<file path="config.mk">
export PLATFORM = sky130hd
export DESIGN_NAME = dither_pwm
export DESIGN_NICKNAME = d
export VERILOG_FILES = /design/src/rtl/pwm_split_pkg.sv /design/src/rtl/pwm_seq_ctrl.sv /design/src/rtl/pwm_sub_slicer.sv /design/src/rtl/pwm_wave_dp.sv /design/src/rtl/dither_pwm.sv
export SDC_FILE = /design/constraint.sdc
export NUM_CORES = 1
export LEC_CHECK = 0
export CAP_MARGIN = 20
export CORE_ASPECT_RATIO = 1.75
export CORE_MARGIN = 2
export CORE_UTILIZATION = 50
export CTS_BUF_LIST = sky130_fd_sc_hd__clkbuf_16
export CTS_CLUSTER_DIAMETER = 200
export DETAILED_ROUTE_END_ITERATION = 16
export PLACE_DENSITY = 0.78
export RECOVER_POWER = 50
export SLEW_MARGIN = 5
export SYNTH_ARGS = -nofsm -noshare
export SYNTH_HDL_FRONTEND = slang
export SYNTH_HIERARCHICAL = 1
export SYNTH_SLANG_ARGS = --single-unit
</file>
<file path="constraint.sdc">
create_clock -name clk -period 4.3 [get_ports clk]
set_clock_uncertainty 0.05 [all_clocks]
set_input_delay 1.075 -clock clk [delete_from_list [all_inputs] [get_ports clk]]
set_output_delay 1.075 -clock clk [all_outputs]
set_load 0.005 [all_outputs]
</file>
<file path="src/rtl/pwm_split_pkg.sv">
package pwm_split_pkg;

  // Split selection: two sub-cycles or four sub-cycles per full cycle.
  typedef enum logic {
    SPLIT_HALF    = 1'b0,
    SPLIT_QUARTER = 1'b1
  } splitMode_e;

  // Strobes from the sequencing control to the waveform datapath.
  typedef struct packed {
    logic clear;  // park: output low, nothing latched
    logic load;   // start of a full cycle: capture duty and mode
    logic step;   // an active position is being processed this clock
  } pwmStrobe_t;

  localparam int NUM_MODES = 2;

endpackage

</file>
<file path="src/rtl/pwm_seq_ctrl.sv">
module pwm_seq_ctrl
  import pwm_split_pkg::*;
#(
  parameter int DUTY_W = 8
) (
  input  logic              clk,
  input  logic              rstN,
  input  logic              enableIn,
  output logic [DUTY_W-1:0] cyclePos,
  output pwmStrobe_t        strobes
);

  localparam logic [DUTY_W-1:0] POS_ZERO = '0;
  localparam logic [DUTY_W-1:0] POS_ONE  = DUTY_W'(1);

  logic [DUTY_W-1:0] posQ;

  // Position counter: free-running modulo 2^DUTY_W while enabled, parked at zero otherwise.
  always_ff @(posedge clk or negedge rstN) begin
    if (!rstN) begin
      posQ <= POS_ZERO;
    end else if (!enableIn) begin
      posQ <= POS_ZERO;
    end else begin
      posQ <= posQ + POS_ONE;
    end
  end

  always_comb begin
    strobes.clear = !enableIn;
    strobes.step  = enableIn;
    strobes.load  = enableIn && (posQ == POS_ZERO);
  end

  assign cyclePos = posQ;

endmodule

</file>
<file path="src/rtl/pwm_sub_slicer.sv">
module pwm_sub_slicer #(
  parameter int DUTY_W     = 8,
  parameter int SPLIT_BITS = 2
) (
  input  logic [DUTY_W-1:0] duty,
  input  logic [DUTY_W-1:0] pos,
  output logic              highNow
);

  // Width of the base count and of the offset inside one sub-cycle.
  localparam int CW = DUTY_W - SPLIT_BITS;

  logic [CW-1:0]         baseCnt;
  logic [SPLIT_BITS-1:0] spreadCnt;
  logic [SPLIT_BITS-1:0] subIdx;
  logic [CW-1:0]         offset;
  logic                  extraClk;
  logic [CW:0]           highLen;

  always_comb begin
    baseCnt   = duty[DUTY_W-1:SPLIT_BITS];
    spreadCnt = duty[SPLIT_BITS-1:0];
    subIdx    = pos[DUTY_W-1:CW];
    offset    = pos[CW-1:0];
    // The leading sub-cycles, one per unit of spread, get one extra high clock.
    extraClk  = (subIdx < spreadCnt);
    highLen   = {1'b0, baseCnt} + {{CW{1'b0}}, extraClk};
    // High first, then low for the remainder of the sub-cycle.
    highNow   = ({1'b0, offset} < highLen);
  end

endmodule

</file>
<file path="src/rtl/pwm_wave_dp.sv">
module pwm_wave_dp
  import pwm_split_pkg::*;
#(
  parameter int DUTY_W = 8
) (
  input  logic              clk,
  input  logic              rstN,
  input  pwmStrobe_t        strobes,
  input  logic [DUTY_W-1:0] cyclePos,
  input  logic [DUTY_W-1:0] dutyIn,
  input  splitMode_e        modeIn,
  output logic [DUTY_W-1:0] dutyHeld,
  output logic              pwmOut
);

  logic [DUTY_W-1:0]    dutyQ;
  splitMode_e           modeQ;
  logic [DUTY_W-1:0]    dutyEff;
  splitMode_e           modeEff;
  logic [NUM_MODES-1:0] highVec;
  logic                 highSel;
  logic                 outQ;

  // Settings in force: the fresh inputs at cycle start, the held copy elsewhere.
  always_comb begin
    dutyEff = strobes.load ? dutyIn : dutyQ;
    modeEff = strobes.load ? modeIn : modeQ;
  end

  always_ff @(posedge clk or negedge rstN) begin
    if (!rstN) begin
      dutyQ <= '0;
      modeQ <= SPLIT_HALF;
    end else if (strobes.load) begin
      dutyQ <= dutyIn;
      modeQ <= modeIn;
    end
  end

  // One slicer per split mode; mode m uses m+1 spread bits.
  for (genvar m = 0; m < NUM_MODES; m++) begin : g_slice
    pwm_sub_slicer #(
      .DUTY_W    (DUTY_W),
      .SPLIT_BITS(m + 1)
    ) u_slice (
      .duty   (dutyEff),
      .pos    (cyclePos),
      .highNow(highVec[m])
    );
  end

  always_comb begin
    highSel = (modeEff == SPLIT_QUARTER) ? highVec[1] : highVec[0];
  end

  always_ff @(posedge clk or negedge rstN) begin
    if (!rstN) begin
      outQ <= 1'b0;
    end else if (strobes.clear) begin
      outQ <= 1'b0;
    end else begin
      outQ <= strobes.step && highSel;
    end
  end

  assign pwmOut   = outQ;
  assign dutyHeld = dutyQ;

endmodule

</file>
<file path="src/rtl/dither_pwm.sv">
module dither_pwm
  import pwm_split_pkg::*;
#(
  parameter int DUTY_W = 8
) (
  input  logic              clk,
  input  logic              rstN,
  input  logic              enableIn,
  input  logic              modeSel,
  input  logic [DUTY_W-1:0] dutyIn,
  output logic              pwmOut
);

  pwmStrobe_t        strobes;
  logic [DUTY_W-1:0] cyclePos;
  logic [DUTY_W-1:0] dutyHeld;
  splitMode_e        modeIn;

  assign modeIn = splitMode_e'(modeSel);

  pwm_seq_ctrl #(
    .DUTY_W(DUTY_W)
  ) u_ctrl (
    .clk     (clk),
    .rstN    (rstN),
    .enableIn(enableIn),
    .cyclePos(cyclePos),
    .strobes (strobes)
  );

  pwm_wave_dp #(
    .DUTY_W(DUTY_W)
  ) u_dp (
    .clk     (clk),
    .rstN    (rstN),
    .strobes (strobes),
    .cyclePos(cyclePos),
    .dutyIn  (dutyIn),
    .modeIn  (modeIn),
    .dutyHeld(dutyHeld),
    .pwmOut  (pwmOut)
  );

endmodule

</file>
After elaboration in Yosys (flattened, before gate mapping)
Index checks and enable logic that the tools add are counted.
{"block": "op_classes", "add_sub_neg": 3, "multipliers": 0, "n_div": 0, "magnitude_cmp": 4, "n_eq_ne": 0, "shift": 0, "muxes": 5, "n_bitwise": 0, "n_reduce_logical": 3}
{"operator": "two-way mux 8 bit", "count": 2}
{"operator": "adder 7 x 1 -> 8 bit", "count": 1}
{"operator": "adder 8 x 1 -> 8 bit (second input constant)", "count": 1}
{"operator": "zero test 8 bit", "count": 1}
{"operator": "less-than comparator 7 x 8 -> 1 bit", "count": 1}
{"operator": "adder 6 x 1 -> 7 bit", "count": 1}
{"operator": "less-than comparator 6 x 7 -> 1 bit", "count": 1}
{"operator": "two-way mux 1 bit", "count": 3}
{"operator": "logical AND 1 bit", "count": 2}
{"operator": "less-than comparator 2 bit", "count": 1}
{"operator": "less-than comparator 1 bit", "count": 1}
{"block": "totals", "regBits": 18, "latchBits": 0, "ramBits": 0, "rom_bits": 0, "input_bits": 12, "out_inout_bits": 1, "word_cells": 19, "n_memories": 0}

Longest topological paths before layout
Gate-level depths: netlist (run 1).
{"block": "logic_depth", "word_depth": 9, "ltp_mapped": 19}

Modules after synthesis
Netlist (run 1), hierarchy kept.
{"module": "pwm_seq_ctrl", "n_inst": 1, "cells_each": 40, "area_each_um2": 401.6, "seq_area_each_um2": 200.2}
{"module": "pwm_wave_dp", "n_inst": 1, "cells_each": 23, "area_each_um2": 391.6, "seq_area_each_um2": 250.2}
{"module": "pwm_sub_slicer (u_dp.g_slice[0].u_slice)", "n_inst": 1, "cells_each": 32, "area_each_um2": 244.0, "seq_area_each_um2": 0.0}
{"module": "pwm_sub_slicer (u_dp.g_slice[1].u_slice)", "n_inst": 1, "cells_each": 29, "area_each_um2": 237.7, "seq_area_each_um2": 0.0}

Worst setup path after synthesis (run 1)
Ideal clock, no wire load.
{"block": "synth_timing", "kind": "input port to flip-flop", "start": "in enableIn", "end": "reg u_dp.outQ, in the netlist u_dp/pwmOut", "arrival_time_ps": 3810, "t_required_ps": 4171, "slack_ps": 360, "stages": 17, "path_cell_list": "nand2b_1 -> nor4_1 -> buf_6 -> mux2_2 -> inv_1 -> ha_1 -> a21oi_1 -> ha_1 -> ha_1 -> nand3_1 -> xor2_1 -> ha_1 -> a21o_1 -> a21oi_1 -> a32o_1 -> nand3b_1 -> mux2i_1"}
{"element": "start, declared", "line": "dither_pwm.sv:8", "source": "input logic enableIn,"}
{"element": "end signal, assigned", "line": "pwm_wave_dp.sv:62", "source": "outQ <= strobes.step && highSel;"}
{"element": "end, declared", "line": "pwm_wave_dp.sv:22", "source": "logic outQ;"}

==> qor.csv, run 1 <==
stage,metric,value,unit
grt,grt_first_pass_wirelength,4.843,mm
place,dp_slack,-0.2145,ns
clock_tree,cts_sinks,18,
critical_path,r2r_start,u_ctrl/cyclePos[0],
timing,finalSetupViolCount,0,
worst_hold_path,worstHoldPathType,flop to flop,
critical_path,cp-startpoint,u_ctrl/cyclePos[0],
logic_synthesis,yosysWarningCount,6,
logic_synthesis,ys.flop_type,dfrtp_1,
power,vdd_drop_max,0.1947,mV
clock_tree,path_clk_slew,0.05,ns
critical_path,reg2reg_slack,0.31,ns
floorplanning,die_x,42.17,um
logic_synthesis,synthArstFlopShare,1.000,
floorplanning,dieHeight,70.80,um
place,place_hpwl,2.295,mm
routing,initialDrtViolationCount,27,
routing,ant_nets,0,
final_layout,diodes,0,
place,gp_congestion,0.8726,
clock_tree,htree_num_levels,1,
routing,vias,1024,
routing,viasPerCell,5.818,
critical_path,endpoint_kind,flop,
routing,drt-total-wl,3.003,mm
critical_path,path_max_fanout,8,
clock_tree,cts.path.max_buffers,2,
routing,detail_route.wl_per_cell,17.06,um
timing,rsz0062_at_grt,false,
clock_tree,cts_buffers,3,
clock_tree,ctsHoldBuffers,0,
clock_tree,insertion_delay,0.25,ns
routing,route.detailed.drc,0,
logic_synthesis,synth-seq-cells,18,
logic_synthesis,netlist_instances,124,
grt,grt_max_degree,19,
final_layout,final_cell_mix,"18 x dfrtp_1, 16 x ha_1, 10 x clkdlybuf4s50_1, 10 x nand3_1, 9 x buf_4",
grt,grt.total_usage,0.2106,
grt,grt_pass1_vias,1111,
power,powerDensity,411.5,nW/um^2
critical_path,cp_data_arrival_time,4.08,ns
timing,drv_slew,0,
clock_tree,tritoncts,done,
place,port-buffer-count,12,
final_layout,nNetsFinal,182,
grt,antenna_found_initial,0,
timing,setup_ws,0.3081,ns
outcome,status,finished clean,
flow_run,max_cap_violations,0,
timing,fmax,0.2505,GHz
final_layout,layout-drive-gt1-share,0.2267,
clock_tree,clk_root_buffer_cell,clkbuf_16,
logic_synthesis,syn_nets,155,
final_layout,syn_to_final_growth,27.09,%
floorplanning,num_io_pins,13,
logic_synthesis,avgSynthCellArea,10.28,um^2
critical_path,cp_data_required_time,4.38,ns
logic_synthesis,synth_cell_types,33,
timing,worst_pin_slew,0.8417,ns
critical_path,worstSetupPathType,flop to flop,
critical_path,crit_path_start_kind,flop,
final_layout,final_common_cell,dfrtp_1,
floorplanning,initial_utilization,0.5178,
logic_synthesis,yosysSeqAreaShare,0.3533,
timing,hold_viol,0,
floorplanning,core,2462,um^2
grt,grt.overflow.total,0,
logic_synthesis,syn_area,1275,um^2
timing,period_minus_slack,3.992,ns
timing,hold_ws,0.4635,ns
routing,dr.pass1.iters,4,
power,power.total,0.6667,mW
logic_synthesis,synth_edf_count,0,
critical_path,r2r_end,u_dp/pwmOut,
critical_path,crit_end,u_dp/pwmOut,
critical_path,reg2regPathDepth,19,
floorplanning,die_area,2986,um^2
timing,fin_crit_sh,0.9283,
floorplanning,std_cell_rows,24,
timing,slew_headroom,0.4370,
power,p_leak,0.7446,nW
==> synthesized netlist by cell type (2+ instances only) <==
cell type / instances / area (um^2)
nand3b_1: 2 / 15.01
a21oi_1: 9 / 45.04
ha_1: 19 / 237.7
nand3_1: 10 / 50.05
dfrtp_1: 18 / 450.4
nand2b_1: 3 / 18.77
mux2_2: 8 / 90.09
or3_1: 2 / 12.51
xnor2_1: 4 / 35.03
nand4_1: 2 / 12.51
xor2_1: 8 / 70.07
nand2_1: 5 / 18.77
nor2b_1: 2 / 12.51
o21ai_0: 3 / 15.01
inv_1: 7 / 26.28
nor2_1: 5 / 18.77
==> worst min path at each step <==
stage                     depth (start not counted)               end              from  slack [ns]
final                                             1  u_dp/dutyHeld[0]  u_dp/dutyHeld[0]        0.46
after global routing                              1        u_dp/modeQ        u_dp/modeQ        0.49
after CTS                                         1  u_dp/dutyHeld[0]  u_dp/dutyHeld[0]        0.47
after detailed placement                          1  u_dp/dutyHeld[0]  u_dp/dutyHeld[0]        0.45
after global placement                            1  u_dp/dutyHeld[0]  u_dp/dutyHeld[0]        0.44
after floorplan                                   1        u_dp/modeQ        u_dp/modeQ        0.43
==> flip-flops by register name, indices dropped and copies added (netlist names) <==
| signal | cells |
|---|---|
| u_ctrl/cyclePos | 8 |
| u_dp/dutyHeld | 8 |
| u_dp/modeQ | 1 |
| u_dp/pwmOut | 1 |
==> stage by stage <==
step / setup TNS, ns / cells / utilization / cell area, um^2
2_1_floorplan: 0 / 124 / - / 1275
3_3_place_gp: -0.1235 / 171 / 0.6082 / 1498
3_5_place_dp: -0.2145 / 171 / 0.6082 / 1498
4_1_cts: 0 / 175 / 0.6402 / 1577
5_1_grt: 0 / 176 / 0.6580 / 1620
6_report: 0 / 176 / 0.6580 / 1620
==> power breakdown <==
part           internal, mW  switching, mW
sequential            0.195         0.0120
combinational         0.136          0.138
clock                 0.124         0.0627
==> critical path: stages (launching register included) <==
cell	delay, ns
dfrtp_1	0.46
inv_1	0.09
ha_1	0.13
or4b_1	0.49
nor4_4	0.30
mux2_4	0.34
inv_1	0.07
ha_1	0.24
a21oi_2	0.17
ha_2	0.18
ha_2	0.16
buf_4	0.12
xnor2_2	0.07
ha_1	0.32
nand2_1	0.06
o21ai_1	0.14
nand4_1	0.09
a32o_2	0.24
nand3b_1	0.08
mux2i_1	0.07
==> cells by family (layout without fill, tap and decap cells) <==
family	Yosys count	count (layout)	share of synthesized area
and+or+nand+nor	38	38	0.1708
adders and majority gates	19	19	0.1865
AOI/OAI and AO/OA	18	18	0.08145
DFF	18	18	0.3533
xor gates and xnor gates	12	12	0.08243
muxes	10	10	0.09028
buffers and inverters	9	35	0.03533
==> final cells by class <==
cell class                 instances  area, um^2
clock inverter                     1       3.754
inverter                           7       26.28
fill                             191       842.1
multi-input combinational         97       822.0
timing repair buffer              24       210.2
tap                               26       32.53
clock buffer                       3       75.07
sequential                        18       450.4
==> repair_timing <==
| action | 4_1_cts | 5_1_grt |
|---|---|---|
| endpoints found under the setup margin | 0 | 1 |
| setup buffers | 0 | 1 |
| gates resized for setup | 0 | 11 |
==> per-layer routing <==
metal | wire [um] | track usage | up-vias
met2 | 1684 | 0.3949 | 24
met5 | 0 | 0 | -
met3 | 99 | 0.02806 | 10
met1 | 1102 | 0.2188 | 493
met4 | 117 | 0.1076 | 0
li1 | - | - | 497
Power figures use the tool's default switching activity.
==> run 2: changes to the inputs <==
Settings changed: CORE_MARGIN 2 to unset.
==> run 2 against run 1 <==
  * Highest routed layer unchanged
  * Critical path depth did not move
  * Fmax fell by 1.6%
  * Routed wire length grew 2.6%
==> qor.csv, run 2 (synthesized netlist as in run 1, its figures left out) <==
stage,metric,value,unit
power,p_leak,0.7483,nW
grt,use_met1,0.2385,
final_layout,final_cell_mix,"18 x dfrtp_1, 16 x ha_1, 13 x buf_4",
critical_path,path_cells,"inv_1, ha_1, or4b_1, nor4_2, buf_4, mux2_2, inv_1, ha_1, a21oi_2, ha_2, ha_4, nand3_1, xor2_1, ha_1, a21o_1, a21oi_2, a32o_2, nand3b_1, mux2i_1",
grt,grt.overflow.total,0,
routing,route.detailed.drc,0,
timing,worst_pin_slew,0.8381,ns
floorplanning,dieHeight,68.80,um
clock_tree,clk_root_buffer_cell,clkbuf_16,
routing,viasPerCell,5.927,
timing,fmax,0.2465,GHz
timing,slew_headroom,0.4394,
timing,period_minus_slack,4.056,ns
timing,hold_viol,0,
floorplanning,die_x,40.17,um
power,internal_power,0.4591,mW
power,vdd_drop_max,0.2853,mV
floorplanning,std_cell_rows,23,
power,power_frac_comb,0.420,
grt,grt_pass1_vias,1085,
power,p_sw_frac,0.3253,
critical_path,worst_path_max_delay_cell,dfrtp_1,
place,place_hpwl,2.163,mm
flow_run,max_cap_violations,0,
clock_tree,htree_num_levels,1,
final_layout,final_common_cell,dfrtp_1,
floorplanning,core,2360,um^2
clock_tree,insertion_delay,0.25,ns
final_layout,stdcell_count,177,
routing,dr.pass1.iters,4,
place,gp_congestion,0.8588,
place,port-buffer-count,12,
routing,ant_nets,0,
timing,finalSetupViolCount,0,
routing,vias,1049,
critical_path,reg2reg_slack,0.24,ns
clock_tree,tritoncts,done,
power,switchingPower,0.2214,mW
power,powerDensity,417.4,nW/um^2
timing,fin_crit_sh,0.9433,
clock_tree,cts_sinks,18,
grt,grt_first_pass_wirelength,4.650,mm
floorplanning,initial_utilization,0.5403,
routing,drt-total-wl,3.080,mm
power,p_seq_frac,0.300,
grt,grtUsageMet3,0.03205,
power,clkPwrFrac,0.280,
clock_tree,cts_buffers,3,
floorplanning,num_io_pins,13,
final_layout,nNetsFinal,184,
outcome,status,finished clean,
grt,antenna_found_initial,0,
final_layout,layout-drive-gt1-share,0.2434,
critical_path,crit_top_cell,ha_1,
timing,drv_slew,0,
critical_path,endpoint_kind,flop,
grt,grt_max_degree,19,
final_layout,fillers,169,
grt,grt.total_usage,0.2489,
final_layout,utilization,0.6909,
worst_hold_path,worstHoldPathType,flop to flop,
routing,detail_route.wl_per_cell,17.40,um
critical_path,critPathMaxStageDelay,0.46,ns
critical_path,path_max_fanout,8,
routing,initialDrtViolationCount,20,
final_layout,syn_to_final_growth,27.87,%
critical_path,worstSetupPathType,flop to flop,
final_layout,diodes,0,
clock_tree,cts.path.max_buffers,2,
grt,grt_busiest_layer,met2,
critical_path,cp_data_arrival_time,4.18,ns
critical_path,crit_path_start_kind,flop,
clock_tree,path_clk_slew,0.06,ns
place,post-place-cells,170,
grt,met2_usage,0.4738,
critical_path,cp_data_required_time,4.43,ns
floorplanning,die_area,2764,um^2
## run 2: cell count changes in the layout (fill, tap and decap cells not counted), sizes merged
cell,before,now
clkbuf,5,4
buf,10,13
## run 2: routing by layer
metal | up-vias | wire length [um]
li1 | 501 | -
met1 | 502 | 1166
met2 | 35 | 1661
met3 | 11 | 125
met4 | 0 | 128
met5 | - | 0
## run 2: worst max-delay path: cells and delay by family (launching register included)
kind / cells / cell delay, ns
xor+xnor: 1 / 0.16
buf+inv: 3 / 0.31
simple gates: 4 / 0.85
fa+ha+maj: 5 / 1.05
mux: 2 / 0.46
compound gates: 4 / 0.64
flops: 1 / 0.46
## run 2: path summary, 6_finish.rpt
check / startpoint / end / depth (start not counted)
worst min-delay path: u_dp/modeQ / u_dp/modeQ / 1
worst min register to register: u_dp/modeQ / u_dp/modeQ / 1
max in group asynchronous: rstN / u_ctrl/cyclePos[2] / 1
worst max register to register: u_ctrl/cyclePos[0] / u_dp/pwmOut / 19
worst max-delay path: u_ctrl/cyclePos[0] / u_dp/pwmOut / 19
min in group asynchronous: rstN / u_dp/modeQ / 1
## run 2: final cells by class
type | count | area, um^2 | area share
Multi-Input combinational cell | 97 | 818.3 | 0.5019
Sequential cell | 18 | 450.4 | 0.2763
Timing Repair Buffer | 26 | 225.2 | 0.1381
Clock buffer | 3 | 75.07 | 0.04605
Tap cell | 25 | 31.28 | 0.01919
Inverter | 7 | 26.28 | 0.01612
Clock inverter | 1 | 3.754 | 0.002302
## run 2: power by group through the flow
stage                     sequential, mW  combinational, mW  clock [mW]
after floorplan                    0.205              0.167           0
after global placement             0.206              0.238           0
after detailed placement           0.208              0.246           0
after CTS                          0.205              0.255       0.192
after global routing               0.207              0.313       0.199
final                              0.204              0.286       0.191
## run 2: timing repair
item	CTS	global route
cloned	0	0
setup endpoints to repair	1	1
gates resized for setup	1	10
hold buffers	0	0
endpoints found under the hold margin	0	0
pin swaps	0	9
buffers inserted	0	3
## run 2: metrics by stage
stage	hold slack (ns)	cell area [um^2]	total power, mW	setup WS [ns]	TNS, ns
detailed placement	0.4473	1490	0.4541	-0.2545	-0.2545
finish	0.4682	1630	0.6805	0.2440	0
floorplan	0.4265	1275	0.3716	0.3605	0
CTS	0.4655	1573	0.6523	0.008987	0
global placement	0.4454	1490	0.4435	-0.1535	-0.1535
global route	0.4814	1630	0.7187	-0.001398	-0.001398
